[src/rtl/xbw_pkg.sv]
`timescale 1ns/1ps
package xbw_pkg;

    typedef enum logic [1:0] {
        PH_IDLE   = 2'd0,
        PH_SETUP  = 2'd1,
        PH_STROBE = 2'd2,
        PH_HOLD   = 2'd3
    } xbw_phase_e;

    // Flop stages in front of the ready decision in synchronized mode.
    localparam int RDY_SYNC_STAGES = 2;

    // True while the bus is being driven for an access.
    function automatic logic phase_busy(input xbw_phase_e ph);
        return ph != PH_IDLE;
    endfunction

    // True in the cycles where the write strobe is asserted.
    function automatic logic phase_strobe(input xbw_phase_e ph);
        return ph == PH_STROBE;
    endfunction

endpackage

[src/rtl/xbw_ready.sv]
`timescale 1ns/1ps
module xbw_ready
    import xbw_pkg::*;
(
    input  logic clk,
    input  logic rst,
    input  logic ready_pin,
    input  logic sync_mode,
    output logic ready_dec
);
    logic [RDY_SYNC_STAGES-1:0] sync_q;
    logic [1:0]                 warm_q;

    always_ff @(posedge clk) begin
        if (rst) begin
            sync_q <= '0;
        end else begin
            sync_q <= {sync_q[RDY_SYNC_STAGES-2:0], ready_pin};
        end
    end

    // Select which view of the pin the sequencer decides on.
    always_comb begin
        ready_dec = sync_mode ? sync_q[RDY_SYNC_STAGES-1] : ready_pin;
    end

    // Cycles since reset, used only to keep the delay check in a valid window.
    always_ff @(posedge clk) begin
        if (rst) begin
            warm_q <= '0;
        end else if (warm_q != 2'd3) begin
            warm_q <= warm_q + 2'd1;
        end
    end

    // synchronized view equals the pin two edges earlier
    a_r5_sync_delay: assert property (@(posedge clk) disable iff (rst)
        (warm_q == 2'd3) |-> (sync_q[RDY_SYNC_STAGES-1] == $past(ready_pin, 2)));

endmodule

[src/rtl/xbw_seq.sv]
`timescale 1ns/1ps
module xbw_seq
    import xbw_pkg::*;
#(
    parameter int CW = 4
) (
    input  logic          clk,
    input  logic          rst,
    input  logic          req_valid,
    input  logic [CW-1:0] len_setup,
    input  logic [CW-1:0] len_strobe,
    input  logic [CW-1:0] len_hold,
    input  logic          rdy_en,
    input  logic          rdy_dec,
    output xbw_phase_e    phase,
    output logic          accept,
    output logic          done
);
    localparam int NW = CW + 2;

    logic [NW-1:0] n_setup, n_strobe, n_hold;
    logic [NW-1:0] end_strobe, end_all;
    logic [NW-1:0] cnt_q;
    logic          busy_q;
    logic          stall;

    // zero length behaves as one cycle
    always_comb begin
        n_setup    = (len_setup  == '0) ? NW'(1) : NW'(len_setup);
        n_strobe   = (len_strobe == '0) ? NW'(1) : NW'(len_strobe);
        n_hold     = (len_hold   == '0) ? NW'(1) : NW'(len_hold);
        end_strobe = n_setup + n_strobe - NW'(1);
        end_all    = n_setup + n_strobe + n_hold - NW'(1);
    end

    always_comb begin
        accept = !busy_q && req_valid;
        stall  = busy_q && rdy_en && (cnt_q == end_strobe) && !rdy_dec;
        done   = busy_q && (cnt_q == end_all);
    end

    always_ff @(posedge clk) begin
        if (rst) begin
            busy_q <= 1'b0;
            cnt_q  <= '0;
        end else if (accept) begin
            busy_q <= 1'b1;
            cnt_q  <= '0;
        end else if (done) begin
            busy_q <= 1'b0;
            cnt_q  <= '0;
        end else if (busy_q && !stall) begin
            cnt_q  <= cnt_q + NW'(1);
        end
    end

    always_comb begin
        if (!busy_q) begin
            phase = PH_IDLE;
        end else if (cnt_q < n_setup) begin
            phase = PH_SETUP;
        end else if (cnt_q <= end_strobe) begin
            phase = PH_STROBE;
        end else begin
            phase = PH_HOLD;
        end
    end

    // completion is a single-cycle pulse
    a_r7_ack_single: assert property (@(posedge clk) disable iff (rst)
        done |=> !done);

    // an access only begins from a pending request
    a_r2_start_from_request: assert property (@(posedge clk) disable iff (rst)
        $rose(busy_q) |-> $past(req_valid));

    // a low decision at the end of the strobe stage keeps the strobe going
    a_r4_wait_extends: assert property (@(posedge clk) disable iff (rst)
        (phase == PH_STROBE && cnt_q == end_strobe && rdy_en && !rdy_dec)
        |=> (phase == PH_STROBE));

endmodule

[src/rtl/xbw_pins.sv]
`timescale 1ns/1ps
module xbw_pins
    import xbw_pkg::*;
#(
    parameter int AW = 20,
    parameter int DW = 16
) (
    input  logic          clk,
    input  logic          rst,
    input  logic          accept,
    input  xbw_phase_e    phase,
    input  logic [AW-1:0] req_addr,
    input  logic [DW-1:0] req_data,
    output logic          cs_n,
    output logic          we_n,
    output logic          rnw,
    output logic [AW-1:0] addr,
    output logic [DW-1:0] wdata,
    output logic          wdata_oe
);
    logic [AW-1:0] addr_q;
    logic [DW-1:0] data_q;
    logic          oe_q;

    always_ff @(posedge clk) begin
        if (rst) begin
            addr_q <= '0;
            data_q <= '0;
        end else if (accept) begin
            addr_q <= req_addr;
            data_q <= req_data;
        end
    end

    // Driver turns on one cycle after the strobe falls, off one cycle after the access ends.
    always_ff @(posedge clk) begin
        if (rst) begin
            oe_q <= 1'b0;
        end else begin
            oe_q <= phase == PH_STROBE || phase == PH_HOLD;
        end
    end

    always_comb begin
        cs_n     = !phase_busy(phase);
        rnw      = !phase_busy(phase);
        we_n     = !phase_strobe(phase);
        addr     = addr_q;
        wdata    = data_q;
        wdata_oe = oe_q;
    end

    // driver never turns on before the strobe has fallen
    a_r8_oe_after_we: assert property (@(posedge clk) disable iff (rst)
        $rose(oe_q) |-> $past(!we_n));

    // address is frozen across idle cycles
    a_r9_addr_hold: assert property (@(posedge clk) disable iff (rst)
        (cs_n && $past(cs_n)) |-> $stable(addr_q));

endmodule

[src/rtl/xbus_wr_ctrl.sv]
`timescale 1ns/1ps
module xbus_wr_ctrl
    import xbw_pkg::*;
#(
    parameter int AW = 20,
    parameter int DW = 16,
    parameter int CW = 4
) (
    input  logic          clk,
    input  logic          rst,
    input  logic          req_valid,
    input  logic [AW-1:0] req_addr,
    input  logic [DW-1:0] req_data,
    output logic          req_ack,
    input  logic [CW-1:0] cfg_setup,
    input  logic [CW-1:0] cfg_strobe,
    input  logic [CW-1:0] cfg_hold,
    input  logic          cfg_rdy_en,
    input  logic          cfg_rdy_sync,
    input  logic          xb_ready,
    output logic          xb_cs_n,
    output logic          xb_we_n,
    output logic          xb_rnw,
    output logic [AW-1:0] xb_addr,
    output logic [DW-1:0] xb_wdata,
    output logic          xb_wdata_oe
);
    xbw_phase_e phase;
    logic       accept;
    logic       rdy_dec;

    xbw_ready u_ready (
        .clk       (clk),
        .rst       (rst),
        .ready_pin (xb_ready),
        .sync_mode (cfg_rdy_sync),
        .ready_dec (rdy_dec)
    );

    xbw_seq #(.CW(CW)) u_seq (
        .clk        (clk),
        .rst        (rst),
        .req_valid  (req_valid),
        .len_setup  (cfg_setup),
        .len_strobe (cfg_strobe),
        .len_hold   (cfg_hold),
        .rdy_en     (cfg_rdy_en),
        .rdy_dec    (rdy_dec),
        .phase      (phase),
        .accept     (accept),
        .done       (req_ack)
    );

    xbw_pins #(.AW(AW), .DW(DW)) u_pins (
        .clk      (clk),
        .rst      (rst),
        .accept   (accept),
        .phase    (phase),
        .req_addr (req_addr),
        .req_data (req_data),
        .cs_n     (xb_cs_n),
        .we_n     (xb_we_n),
        .rnw      (xb_rnw),
        .addr     (xb_addr),
        .wdata    (xb_wdata),
        .wdata_oe (xb_wdata_oe)
    );

    // strobe only inside chip-select
    a_r3_we_inside_cs: assert property (@(posedge clk) disable iff (rst)
        !xb_we_n |-> !xb_cs_n);

    // chip-select rises only after the strobe has been high a full cycle
    a_r3_we_before_cs: assert property (@(posedge clk) disable iff (rst)
        $rose(xb_cs_n) |-> $past(xb_we_n));

    // driver released only once read/not-write is back high
    a_r8_release_after_rnw: assert property (@(posedge clk) disable iff (rst)
        $fell(xb_wdata_oe) |-> ($past(xb_rnw) && xb_rnw));

endmodule

[config.mk]
export PLATFORM = sky130hd
export DESIGN_NAME = xbus_wr_ctrl
export DESIGN_NICKNAME = d
export VERILOG_FILES = /design/src/rtl/xbw_pkg.sv /design/src/rtl/xbw_ready.sv /design/src/rtl/xbw_seq.sv /design/src/rtl/xbw_pins.sv /design/src/rtl/xbus_wr_ctrl.sv
export SDC_FILE = /design/constraint.sdc
export NUM_CORES = 1
export LEC_CHECK = 0
export BUFFER_PORTS_ARGS = -buffer_cell sky130_fd_sc_hd__buf_2
export CORE_MARGIN = 5
export CORE_UTILIZATION = 48
export DETAILED_ROUTE_END_ITERATION = 8
export GPL_TIMING_DRIVEN = 0
export PLACE_DENSITY = 0.84
export SLEW_MARGIN = 25
export SYNTH_ARGS = -nofsm -noshare
export SYNTH_HDL_FRONTEND = slang
export SYNTH_SLANG_ARGS = --single-unit
export TNS_END_PERCENT = 50
[constraint.sdc]
create_clock -name clk -period 3.94 [get_ports clk]
set_input_delay 0.197 -clock clk [delete_from_list [all_inputs] [get_ports clk]]
set_output_delay 0.197 -clock clk [all_outputs]
set_load 0.05 [all_outputs]
==> flow_metrics.env <==
export IMPL_status="completed"
export IMPL_syn_inst=294
export IMPL_avgSynthCellArea_um2=8.16
export IMPL_portBuffers=93
export IMPL_io_pin_count=95
export IMPL_slowest_stage="fa_1"
export IMPL_drt_iter0_markers=26
export IMPL_ys_seq_area_frac=0.384
export IMPL_worst_ep_arrival_time_ps=3580
export IMPL_dieHeight_um=80.7
export IMPL_htreeDepth=2
export IMPL_grt_remaining_overflow=0
export IMPL_syn_nets=371
export IMPL_area_growth_synth_to_final_pct=27.9
export IMPL_ant_nets=0
export IMPL_worstHoldStart="req_data[13]"
export IMPL_synth_edf_count=0
export IMPL_synth_distinct_cells=33
export IMPL_hold_class="input port to register"
export IMPL_holdPathEnd="u_pins.wdata[13]"
export IMPL_dpl_hpwl_um=4660
export IMPL_reg2reg_to="u_seq.cnt_q[4]"
export IMPL_antennaDiodeCount=0
export IMPL_cts_setup_buffers=0
export IMPL_rsz0062_at_grt="no"
export IMPL_via_count=2251
export IMPL_period_share=0.959
export IMPL_clkTransAtPathRegs_ps=90
export IMPL_start_util=0.501
export IMPL_ys_warn_count=0
export IMPL_slew_violations=0
export IMPL_ys_seq_elements=46
export IMPL_wl_met1_um=2440
export IMPL_relSlewSlack=0.670
export IMPL_dr_wl_met3_um=350
export IMPL_grt_pass1_vias=2160
export IMPL_r2r_setup_slack_ps=1970
export IMPL_cts_hold_buf=0
export IMPL_crit_path_frequent_cell="ha_1"
export IMPL_track_usage=0.178
export IMPL_cts_root_buf="clkbuf_8"
export IMPL_highest_layer="met4"
export IMPL_worst_slew_pin_slew_ps=495
export IMPL_grt_pass1_wl_um=9270
export IMPL_p_leak_nw=1.46
export IMPL_synthesis_area_um2=2400
export IMPL_wl_met2_um=2890
export IMPL_antenna_found_initial=0
export IMPL_maxCapViolCount=0
export IMPL_skew_ps=6.13
export IMPL_clkLatencyLatePin_ps=290
export IMPL_cp_end_kind="output pin"
export IMPL_ys_flop_type="dfxtp_1"
export IMPL_setup_viol=0
export IMPL_max_stage_delay_ps=500
export IMPL_power_w=0.00124
export IMPL_drive_gt1_frac=0.281
export IMPL_cts_sinks=46
export IMPL_core_um2=4790
export IMPL_synthArstFlopShare=0
export IMPL_fin_crit_ps=3780
export IMPL_hold_viol_final=0
export IMPL_drcViolationCount=0
export IMPL_layout_nets=471
export IMPL_required_ps=3740
export IMPL_tns_ps=0
export IMPL_routed_wl_um=5710
export IMPL_gp_congestion=0.783
export IMPL_critical_path_cell_chain="buf_2, nor3_1, or2_2, ha_1, fa_1, inv_1, ha_1, inv_1, ha_1, fa_1, xor2_1, nor4_1, nand2_1, nor3_2, buf_4"
export IMPL_ir_worst_vdd_uv=275
export IMPL_max_freq_mhz=265
export IMPL_power_density_nw_per_um2=404
export IMPL_cp_max_fo=3
export IMPL_cts_tree="built"
export IMPL_rows=25
export IMPL_die_area_um2=6510
export IMPL_worstSetupPathType="input port to output pin"
export IMPL_rr_startpoint="u_seq.cnt_q[0]"
export IMPL_dr_pass1_iters=4
export IMPL_numCtsBuffers=5
export IMPL_wl_per_cell_um=12.4
export IMPL_crit_buf_inv=4
export IMPL_critical_path_top_delay_family="adder cells"
export IMPL_startpoint_type="input port"
export IMPL_min_path_cells=3
export IMPL_grt_max_degree=15
export IMPL_r2r_cells=7
export IMPL_fp_dieW_um=80.7
export IMPL_via_per_inst=4.87
export IMPL_clock_path_buffers=2
## area by class of cell
| type | instances | area [um^2] |
|---|---|---|
| multi-input combinational | 215 | 1360 |
| clock inverter | 2 | 37.5 |
| sequential | 46 | 921 |
| timing repair buffer | 93 | 468 |
| fill | 456 | 1720 |
| inverter | 14 | 52.6 |
| clock buffer | 6 | 72.6 |
| tap | 67 | 83.8 |
| buffer | 19 | 75.1 |
## sequential cells by signal, summed over array words and instances (netlist names)
signal / count
u_seq.busy_q: 1
u_pins.wdata_oe: 1
u_ready.sync_q: 2
u_pins.addr: 20
u_seq.cnt_q: 6
u_pins.wdata: 16
## worst min-delay path: cells and delay by family
family / cells / cell delay, ps
buffers and inverters: 1 / 90
AND/OR/NAND/NOR: 1 / 40
AO/OA/AOI/OAI: 1 / 50
## power breakdown
| part | leakage, nW | internal, W | switching (W) |
|---|---|---|---|
| logic | 1.03 | 0.000143 | 0.000251 |
| registers | 0.377 | 0.000489 | 0.0000141 |
| clock network | 0.0514 | 0.000189 | 0.000152 |
| total | 1.46 | 0.000822 | 0.000417 |
## cells in the final DEF (no fill, tap or decap), types with 2 or more instances in the layout
| cell type | netlist | layout |
|---|---|---|
| nor3_1 | 6 | 6 |
| nand2_1 | 78 | 78 |
| dfxtp_1 | 46 | 46 |
| clkbuf_8 | 0 | 5 |
| a21o_1 | 5 | 5 |
| fa_1 | 2 | 2 |
| nand3_1 | 2 | 2 |
| clkbuf_1 | 18 | 19 |
| xor2_1 | 6 | 5 |
| inv_1 | 14 | 14 |
| nor4_1 | 2 | 2 |
| ha_1 | 21 | 21 |
| nor2_1 | 13 | 13 |
| nor2b_1 | 4 | 4 |
| a21oi_1 | 40 | 40 |
| buf_4 | 1 | 2 |
| or2_2 | 4 | 4 |
| o21ai_0 | 3 | 3 |
| nand4_1 | 2 | 2 |
| a211oi_1 | 2 | 2 |
| buf_2 | 0 | 92 |
| xnor2_1 | 12 | 12 |
## what timing repair did
| item | 4_1_cts | 5_1_grt |
|---|---|---|
| gates resized for setup | 0 | 3 |
| endpoints found under the hold margin | 0 | 0 |
| endpoints found under the setup margin | 0 | 1 |
## Yosys cell counts, types with 2 or more instances
cell	instances	share of area
xor2_1	6	0.022
xnor2_1	12	0.044
or2_2	4	0.010
nand2_1	78	0.12
a21o_1	5	0.016
nor4_1	2	0.0052
ha_1	21	0.11
inv_1	14	0.022
dfxtp_1	46	0.38
clkbuf_1	18	0.028
nor2_1	13	0.020
nand4_1	2	0.0052
nor3_1	6	0.013
nor2b_1	4	0.010
nand3_1	2	0.0042
a21oi_1	40	0.083
o21ai_0	3	0.0063
a211oi_1	2	0.0063
fa_1	2	0.017
## routing by layer
metal	track usage	vias to the layer above
li1	-	1169
met1	0.212	1019
met2	0.328	58
met3	0.0370	5
met4	0.0355	0
met5	0	-
## metrics by stage
step	hold slack, ps	setup slack, ps	instances	utilization	area (um^2)
detailed placement	428	31.5	454	0.616	2950
finish	133	161	462	0.641	3070
CTS	127	24.8	462	0.639	3060
global placement	420	244	454	0.616	2950
global route	127	3.95	462	0.641	3070
floorplan	325	268	294	-	2400
## kinds of logic after synthesis
| logic type | count (synthesis) | synth area share |
|---|---|---|
| fa+ha+maj | 23 | 0.126 |
| simple gates | 115 | 0.203 |
| compound gates | 56 | 0.150 |
| buf+inv | 33 | 0.0532 |
| xor+xnor | 19 | 0.0751 |
| mux | 2 | 0.00886 |
| flops | 46 | 0.384 |
## worst max path at each step
stage | cells after the start | slack, ps | startpoint | end
floorplan | 14 | 270 | cfg_setup[2] | u_seq.busy_q
global placement | 14 | 240 | cfg_setup[2] | req_ack
detailed placement | 14 | 30 | cfg_setup[2] | req_ack
CTS | 14 | 20 | cfg_setup[2] | req_ack
global route | 15 | 4 | cfg_setup[2] | req_ack
finish | 15 | 160 | cfg_setup[2] | req_ack
(Power assumes the default switching activity.)
